--- src/rtl/gpio_irq_pkg.sv ---
package gpio_irq_pkg;

    localparam int COND_W = 4;
    localparam int DATA_W = 32;
    localparam int FIELDS_PER_WORD = DATA_W / COND_W;

    // Packed so that low level is bit 0 and rising edge is bit 3.
    typedef struct packed {
        logic rise;
        logic fall;
        logic high;
        logic low;
    } cond_t;

    typedef enum logic [1:0] {
        BANK_EN     = 2'd0,
        BANK_MASKED = 2'd1,
        BANK_RAW    = 2'd2,
        BANK_NONE   = 2'd3
    } bank_e;

    function automatic int words_for(input int pins);
        return (pins + FIELDS_PER_WORD - 1) / FIELDS_PER_WORD;
    endfunction

    function automatic int word_aw_for(input int pins);
        return (words_for(pins) > 1) ? $clog2(words_for(pins)) : 1;
    endfunction

endpackage

--- src/rtl/gpio_irq_edge.sv ---
module gpio_irq_edge
    import gpio_irq_pkg::*;
#(
    parameter int NUM_PINS = 31
) (
    input  logic                 clk,
    input  logic                 rst,
    input  logic [NUM_PINS-1:0]  pins_i,
    output cond_t [NUM_PINS-1:0] cond_o
);

    logic [NUM_PINS-1:0] prev_q;
    logic                armed_q;

    // armed_q stays low for the first cycle after reset so that the
    // initial pin levels are taken as history, not as edges.
    always_ff @(posedge clk) begin
        if (rst) begin
            prev_q  <= '0;
            armed_q <= 1'b0;
        end else begin
            prev_q  <= pins_i;
            armed_q <= 1'b1;
        end
    end

    for (genvar p = 0; p < NUM_PINS; p++) begin : g_pin
        assign cond_o[p].low  = ~pins_i[p];
        assign cond_o[p].high = pins_i[p];
        assign cond_o[p].fall = armed_q & ~pins_i[p] & prev_q[p];
        assign cond_o[p].rise = armed_q & pins_i[p] & ~prev_q[p];
    end

endmodule

--- src/rtl/gpio_irq_raw.sv ---
module gpio_irq_raw
    import gpio_irq_pkg::*;
#(
    parameter int NUM_PINS = 31,
    localparam int WORD_AW = word_aw_for(NUM_PINS)
) (
    input  logic                 clk,
    input  logic                 rst,
    input  cond_t [NUM_PINS-1:0] cond_i,
    input  logic                 clr_en_i,
    input  logic [WORD_AW-1:0]   clr_word_i,
    input  logic [DATA_W-1:0]    clr_data_i,
    output cond_t [NUM_PINS-1:0] raw_o
);

    for (genvar p = 0; p < NUM_PINS; p++) begin : g_pin
        localparam int W = p / FIELDS_PER_WORD;
        localparam int F = p % FIELDS_PER_WORD;

        logic rise_q, fall_q;
        logic hit;

        assign hit = clr_en_i && (clr_word_i == WORD_AW'(W));

        // A new edge wins over a clear in the same cycle.
        always_ff @(posedge clk) begin
            if (rst) begin
                rise_q <= 1'b0;
                fall_q <= 1'b0;
            end else begin
                rise_q <= (rise_q & ~(hit & clr_data_i[F*COND_W+3])) | cond_i[p].rise;
                fall_q <= (fall_q & ~(hit & clr_data_i[F*COND_W+2])) | cond_i[p].fall;
            end
        end

        assign raw_o[p].rise = rise_q;
        assign raw_o[p].fall = fall_q;
        assign raw_o[p].high = cond_i[p].high;
        assign raw_o[p].low  = cond_i[p].low;
    end

endmodule

--- src/rtl/gpio_irq_regs.sv ---
module gpio_irq_regs
    import gpio_irq_pkg::*;
#(
    parameter int NUM_PINS = 31,
    localparam int NUM_WORDS = words_for(NUM_PINS),
    localparam int WORD_AW = word_aw_for(NUM_PINS),
    localparam int ADDR_W = WORD_AW + 2
) (
    input  logic                 clk,
    input  logic                 rst,
    input  cond_t [NUM_PINS-1:0] raw_i,
    input  logic                 wr_en_i,
    input  logic [ADDR_W-1:0]    wr_addr_i,
    input  logic [DATA_W-1:0]    wr_data_i,
    input  logic                 rd_en_i,
    input  logic [ADDR_W-1:0]    rd_addr_i,
    output logic [DATA_W-1:0]    rd_data_o,
    output logic                 rd_valid_o,
    output logic                 clr_en_o,
    output logic [WORD_AW-1:0]   clr_word_o,
    output logic [DATA_W-1:0]    clr_data_o,
    output logic                 irq_o
);

    localparam int FLAT_W = NUM_WORDS * DATA_W;
    localparam int USED_W = NUM_PINS * COND_W;

    cond_t [NUM_PINS-1:0] en_q;
    bank_e                wr_bank, rd_bank;
    logic [WORD_AW-1:0]   wr_word, rd_word;
    logic [FLAT_W-1:0]    raw_flat, en_flat;
    logic [DATA_W-1:0]    rd_next;

    assign wr_bank = bank_e'(wr_addr_i[ADDR_W-1 -: 2]);
    assign wr_word = wr_addr_i[WORD_AW-1:0];
    assign rd_bank = bank_e'(rd_addr_i[ADDR_W-1 -: 2]);
    assign rd_word = rd_addr_i[WORD_AW-1:0];

    // Enable fields: only bits that belong to a real pin are stored.
    for (genvar p = 0; p < NUM_PINS; p++) begin : g_en
        localparam int W = p / FIELDS_PER_WORD;
        localparam int F = p % FIELDS_PER_WORD;
        always_ff @(posedge clk) begin
            if (rst) begin
                en_q[p] <= '0;
            end else if (wr_en_i && wr_bank == BANK_EN && wr_word == WORD_AW'(W)) begin
                en_q[p] <= cond_t'(wr_data_i[F*COND_W +: COND_W]);
            end
        end
    end

    assign clr_en_o   = wr_en_i && (wr_bank == BANK_RAW);
    assign clr_word_o = wr_word;
    assign clr_data_o = wr_data_i;

    always_comb begin
        raw_flat = '0;
        en_flat  = '0;
        raw_flat[USED_W-1:0] = raw_i;
        en_flat[USED_W-1:0]  = en_q;
    end

    always_comb begin
        rd_next = '0;
        if (int'(rd_word) < NUM_WORDS) begin
            unique case (rd_bank)
                BANK_EN:     rd_next = en_flat[int'(rd_word)*DATA_W +: DATA_W];
                BANK_MASKED: rd_next = raw_flat[int'(rd_word)*DATA_W +: DATA_W]
                                     & en_flat[int'(rd_word)*DATA_W +: DATA_W];
                BANK_RAW:    rd_next = raw_flat[int'(rd_word)*DATA_W +: DATA_W];
                default:     rd_next = '0;
            endcase
        end
    end

    always_ff @(posedge clk) begin
        if (rst) begin
            rd_data_o  <= '0;
            rd_valid_o <= 1'b0;
        end else begin
            rd_valid_o <= rd_en_i;
            if (rd_en_i) begin
                rd_data_o <= rd_next;
            end
        end
    end

    assign irq_o = |(raw_i & en_q);

endmodule

--- src/rtl/gpio_irq_ctrl.sv ---
module gpio_irq_ctrl
    import gpio_irq_pkg::*;
#(
    parameter int NUM_PINS = 31,
    localparam int WORD_AW = word_aw_for(NUM_PINS),
    localparam int ADDR_W = WORD_AW + 2
) (
    input  logic                clk,
    input  logic                rst,
    input  logic [NUM_PINS-1:0] pins_i,
    input  logic                wr_en_i,
    input  logic [ADDR_W-1:0]   wr_addr_i,
    input  logic [DATA_W-1:0]   wr_data_i,
    input  logic                rd_en_i,
    input  logic [ADDR_W-1:0]   rd_addr_i,
    output logic [DATA_W-1:0]   rd_data_o,
    output logic                rd_valid_o,
    output logic                irq_o
);

    cond_t [NUM_PINS-1:0] ev_cond;
    cond_t [NUM_PINS-1:0] raw_cond;
    logic                 clr_en;
    logic [WORD_AW-1:0]   clr_word;
    logic [DATA_W-1:0]    clr_data;

    gpio_irq_edge #(.NUM_PINS(NUM_PINS)) i_edge (
        .clk    (clk),
        .rst    (rst),
        .pins_i (pins_i),
        .cond_o (ev_cond)
    );

    gpio_irq_raw #(.NUM_PINS(NUM_PINS)) i_raw (
        .clk        (clk),
        .rst        (rst),
        .cond_i     (ev_cond),
        .clr_en_i   (clr_en),
        .clr_word_i (clr_word),
        .clr_data_i (clr_data),
        .raw_o      (raw_cond)
    );

    gpio_irq_regs #(.NUM_PINS(NUM_PINS)) i_regs (
        .clk        (clk),
        .rst        (rst),
        .raw_i      (raw_cond),
        .wr_en_i    (wr_en_i),
        .wr_addr_i  (wr_addr_i),
        .wr_data_i  (wr_data_i),
        .rd_en_i    (rd_en_i),
        .rd_addr_i  (rd_addr_i),
        .rd_data_o  (rd_data_o),
        .rd_valid_o (rd_valid_o),
        .clr_en_o   (clr_en),
        .clr_word_o (clr_word),
        .clr_data_o (clr_data),
        .irq_o      (irq_o)
    );

endmodule

--- config.mk ---
export PLATFORM = sky130hd
export DESIGN_NAME = gpio_irq_ctrl
export DESIGN_NICKNAME = d
export VERILOG_FILES = /design/src/rtl/gpio_irq_pkg.sv /design/src/rtl/gpio_irq_edge.sv /design/src/rtl/gpio_irq_raw.sv /design/src/rtl/gpio_irq_regs.sv /design/src/rtl/gpio_irq_ctrl.sv
export SDC_FILE = /design/constraint.sdc
export NUM_CORES = 1
export LEC_CHECK = 0
export ABC_AREA = 1
export BUFFER_PORTS_ARGS = -buffer_cell sky130_fd_sc_hd__buf_2
export CAP_MARGIN = 15
export CORE_MARGIN = 2
export CORE_UTILIZATION = 50
export DETAILED_ROUTE_END_ITERATION = 12
export PLACE_DENSITY = 0.69
export SYNTH_ARGS = -nofsm -noshare
export SYNTH_HDL_FRONTEND = slang
export SYNTH_SLANG_ARGS = --single-unit
--- constraint.sdc ---
create_clock -name clk -period 1.44 [get_ports clk]
set_input_delay 0.288 -clock clk [delete_from_list [all_inputs] [get_ports clk]]
set_output_delay 0.288 -clock clk [all_outputs]
set_load 0.05 [all_outputs]
==> results.sh <==
export IMPL_synth_xor_area_share_pct=0
export IMPL_syn_area_um2=11700
export IMPL_nets=2143
export IMPL_r2r_slack_ps=250
export IMPL_postRouteAntennaNets=0
export IMPL_ys_seq_area_share_pct=42.9
export IMPL_cts_tree="built"
export IMPL_synth_top_family_by_area="simple AND/OR/NAND/NOR gates"
export IMPL_p_switching_mw=4.70
export IMPL_portBuffers=108
export IMPL_grtUsageTotal_pct=37.5
export IMPL_fin_crit_ps=2100
export IMPL_chipHeight_um=157
export IMPL_wl_per_cell_um=19.3
export IMPL_grt_overflow_total=0
export IMPL_clock_sinks=251
export IMPL_antenna_found_initial=2
export IMPL_final_cell_mix="nand2_1, buf_4, dfxtp_1"
export IMPL_cts_root_buf="clkbuf_16"
export IMPL_seq_power_share_pct=43.2
export IMPL_max_slew_margin_pct=77.2
export IMPL_cp_slowest_stage_delay_ps=330
export IMPL_outcome="finished with violations"
export IMPL_initial_utilization_pct=51.4
export IMPL_coreArea_um2=22800
export IMPL_yosys_area_share_simple_pct=31.6
export IMPL_firstDrtPassIters=6
export IMPL_drive_above_1_share_pct=24.1
export IMPL_ios=109
export IMPL_hold_viol_final=0
export IMPL_postSynthAreaPerCell_um2=6.59
export IMPL_post_route_util_pct=68.7
export IMPL_crit_slowest_cell="dfxtp_2"
export IMPL_ir_drop_uv=955
export IMPL_power_density_nw_per_um2=1090
export IMPL_rsz0062_at_grt="true"
export IMPL_clk_pin_slew_worst_paths_ps=60
export IMPL_drtIter0Drc=1390
export IMPL_p_int_mw=12.4
export IMPL_grt_pass1_vias=12800
export IMPL_hp_start="wr_data_i[0]"
export IMPL_worstSkewPairLatency_ps=550
export IMPL_mostFrequentLayoutCell="nand2_1"
export IMPL_r2r_start="i_raw.g_pin[28].rise_q$_SDFF_PP0_"
export IMPL_worst_setup_path_end_kind="primary output"
export IMPL_final_cells=2405
export IMPL_rows=55
export IMPL_period_share_pct=146
export IMPL_ys_ff_latch=251
export IMPL_synth_largest_area_cell="dfxtp_1"
export IMPL_synth_adder_area_share_pct=0
export IMPL_syn_inst=1776
export IMPL_cts_buffers=28
export IMPL_worst_slack_ps=-663
export IMPL_post_dp_hpwl_mm=31.3
export IMPL_maxCapViolations=0
export IMPL_worstSetupStartpoint="i_raw.g_pin[3].rise_q$_SDFF_PP0_"
export IMPL_post_drt_via_cell_ratio=5.57
export IMPL_worstPathRequired_ps=1150
export IMPL_setup_viol=2
export IMPL_fmax_mhz=475
export IMPL_hold_end="i_regs.en_flat[32]$_SDFFE_PP0P_"
export IMPL_critPathMaxFanout=2
export IMPL_critPathKind="reg2out"
export IMPL_drc=0
export IMPL_path_common_cell="nand2_1"
export IMPL_failed_checks="negative setup slack"
export IMPL_leakagePower_nw=7.20
export IMPL_die_width_um=157
export IMPL_clk_path_buf_depth=3
export IMPL_synth_area_leaders="dfxtp_1, nand2_1, o21ai_0, a21oi_1, nand3_1"
export IMPL_grt_pass1_wl_mm=70.7
export IMPL_power_switching_share_pct=27.5
export IMPL_combinationalPowerShare_pct=14.7
export IMPL_slew_violations=0
export IMPL_yosysWarnings=0
export IMPL_reg2reg_depth=7
export IMPL_hold_path_class="in2reg"
export IMPL_area_growth_pct=33.8
export IMPL_placed_cells=2350
export IMPL_synthMuxAreaShare_pct=0
export IMPL_die_area_um2=24700
export IMPL_crit_path_start_kind="flop"
export IMPL_gp_congestion=0.961
export IMPL_grt_max_degree=65
export IMPL_path_cells="nand2_2 > nand2_1 > nor2_2 > nand2_1 > nor2_1 > nand2_1 > nor2_1 > nand2_1 > buf_6"
export IMPL_synth_top_cell_area_share_pct=42.9
export IMPL_synth_distinct_cells=26
export IMPL_p_clk_share_pct=42.1
export IMPL_wirelength_mm=46.3
export IMPL_hold_depth=3
export IMPL_crit_arrival_ps=1820
export IMPL_syn_num_nets=1851
export IMPL_tightest_slew_ps=342
export IMPL_skew_ps=16.6
export IMPL_tns_ps=-665
export IMPL_synth_compound_area_share_pct=17.3
export IMPL_cts_max_level=1
export IMPL_r2r_end="i_regs.rd_data_o[19]$_SDFFE_PP0P_"
export IMPL_post_place_ws_ps=-287
export IMPL_vias=13400
## power by group through the flow
stage	combinational (mW)	sequential [mW]	clock, mW
2_1_floorplan	1.08	7.67	0
5_1_grt	2.69	7.40	7.48
4_1_cts	2.43	7.36	7.18
3_5_place_dp	2.39	7.50	0
3_3_place_gp	2.36	7.49	0
6_report	2.51	7.38	7.18
## worst max-delay path, delay by kind of cell, from the launching register on
kind | cells | cell delay [ps]
AND/OR/NAND/NOR | 8 | 740
flip-flops | 1 | 330
buffers and inverters | 1 | 180
## final cells by class
cell class	count	area [um2]
multi-input combinational	1289	5890
clock inverter	5	31.3
sequential	251	5060
clock buffer	47	893
antenna	2	5.00
inverter	129	485
fill	1976	7120
tap	313	392
timing repair buffer	369	2900
## metal layers
metal / track usage (%) / share of wire, %
met1: 47.1 / 38
met2: 59.9 / 45
met5: 0 / 0.026
met3: 6.22 / 10
met4: 23.8 / 6.7
## per-stage QoR
| step | hold slack, ps | total power, mW | cell area (um2) |
|---|---|---|---|
| 2_1_floorplan | 409 | 8.75 | 11700 |
| 3_3_place_gp | 412 | 9.85 | 14400 |
| 3_5_place_dp | 417 | 9.89 | 14400 |
| 4_1_cts | 27.4 | 17.0 | 15500 |
| 5_1_grt | 58.2 | 17.6 | 15700 |
| 6_report | 26.6 | 17.1 | 15700 |
## worst max-delay path by stage
stage,end
floorplan,irq_o
global placement,irq_o
detailed placement,irq_o
CTS,irq_o
global route,irq_o
finish,irq_o
## synthesized netlist by cell type, drive strengths merged
master and count:
a21oi 184, buf 52, clkbuf 55, clkinv 1, dfxtp 251, inv 128
nand2 536, nand3 179, nand3b 16, nand4 1, nor2 154, nor3 7
o211ai 8, o21ai 191, o21bai 1, o22ai 2, o41ai 8, or2 2
## sequential cells by signal (all words and copies together) (netlist names)
name	cells
i_regs.en_flat	124
i_raw.g_pin.fall_q	31
i_edge.prev_q	31
i_raw.g_pin.rise_q	31
i_regs.rd_data_o	32
i_edge.armed_q	1
i_regs.rd_valid_o	1
## cell families after synthesis
| kind of cell | count (synthesis) |
|---|---|
| AOI/OAI and AO/OA | 394 |
| DFF | 251 |
| and+or+nand+nor | 895 |
| buffers and inverters | 236 |
## repair_timing
item / CTS / global route
gates resized for setup: 60 / 61
pin swaps: 25 / 22
hold buffers: 1 / 0
setup endpoints to repair: 11 / 21
setup buffers: 0 / 1
hold endpoints to repair: 1 / 0
Note: power is estimated with default switching activity, not from simulation.
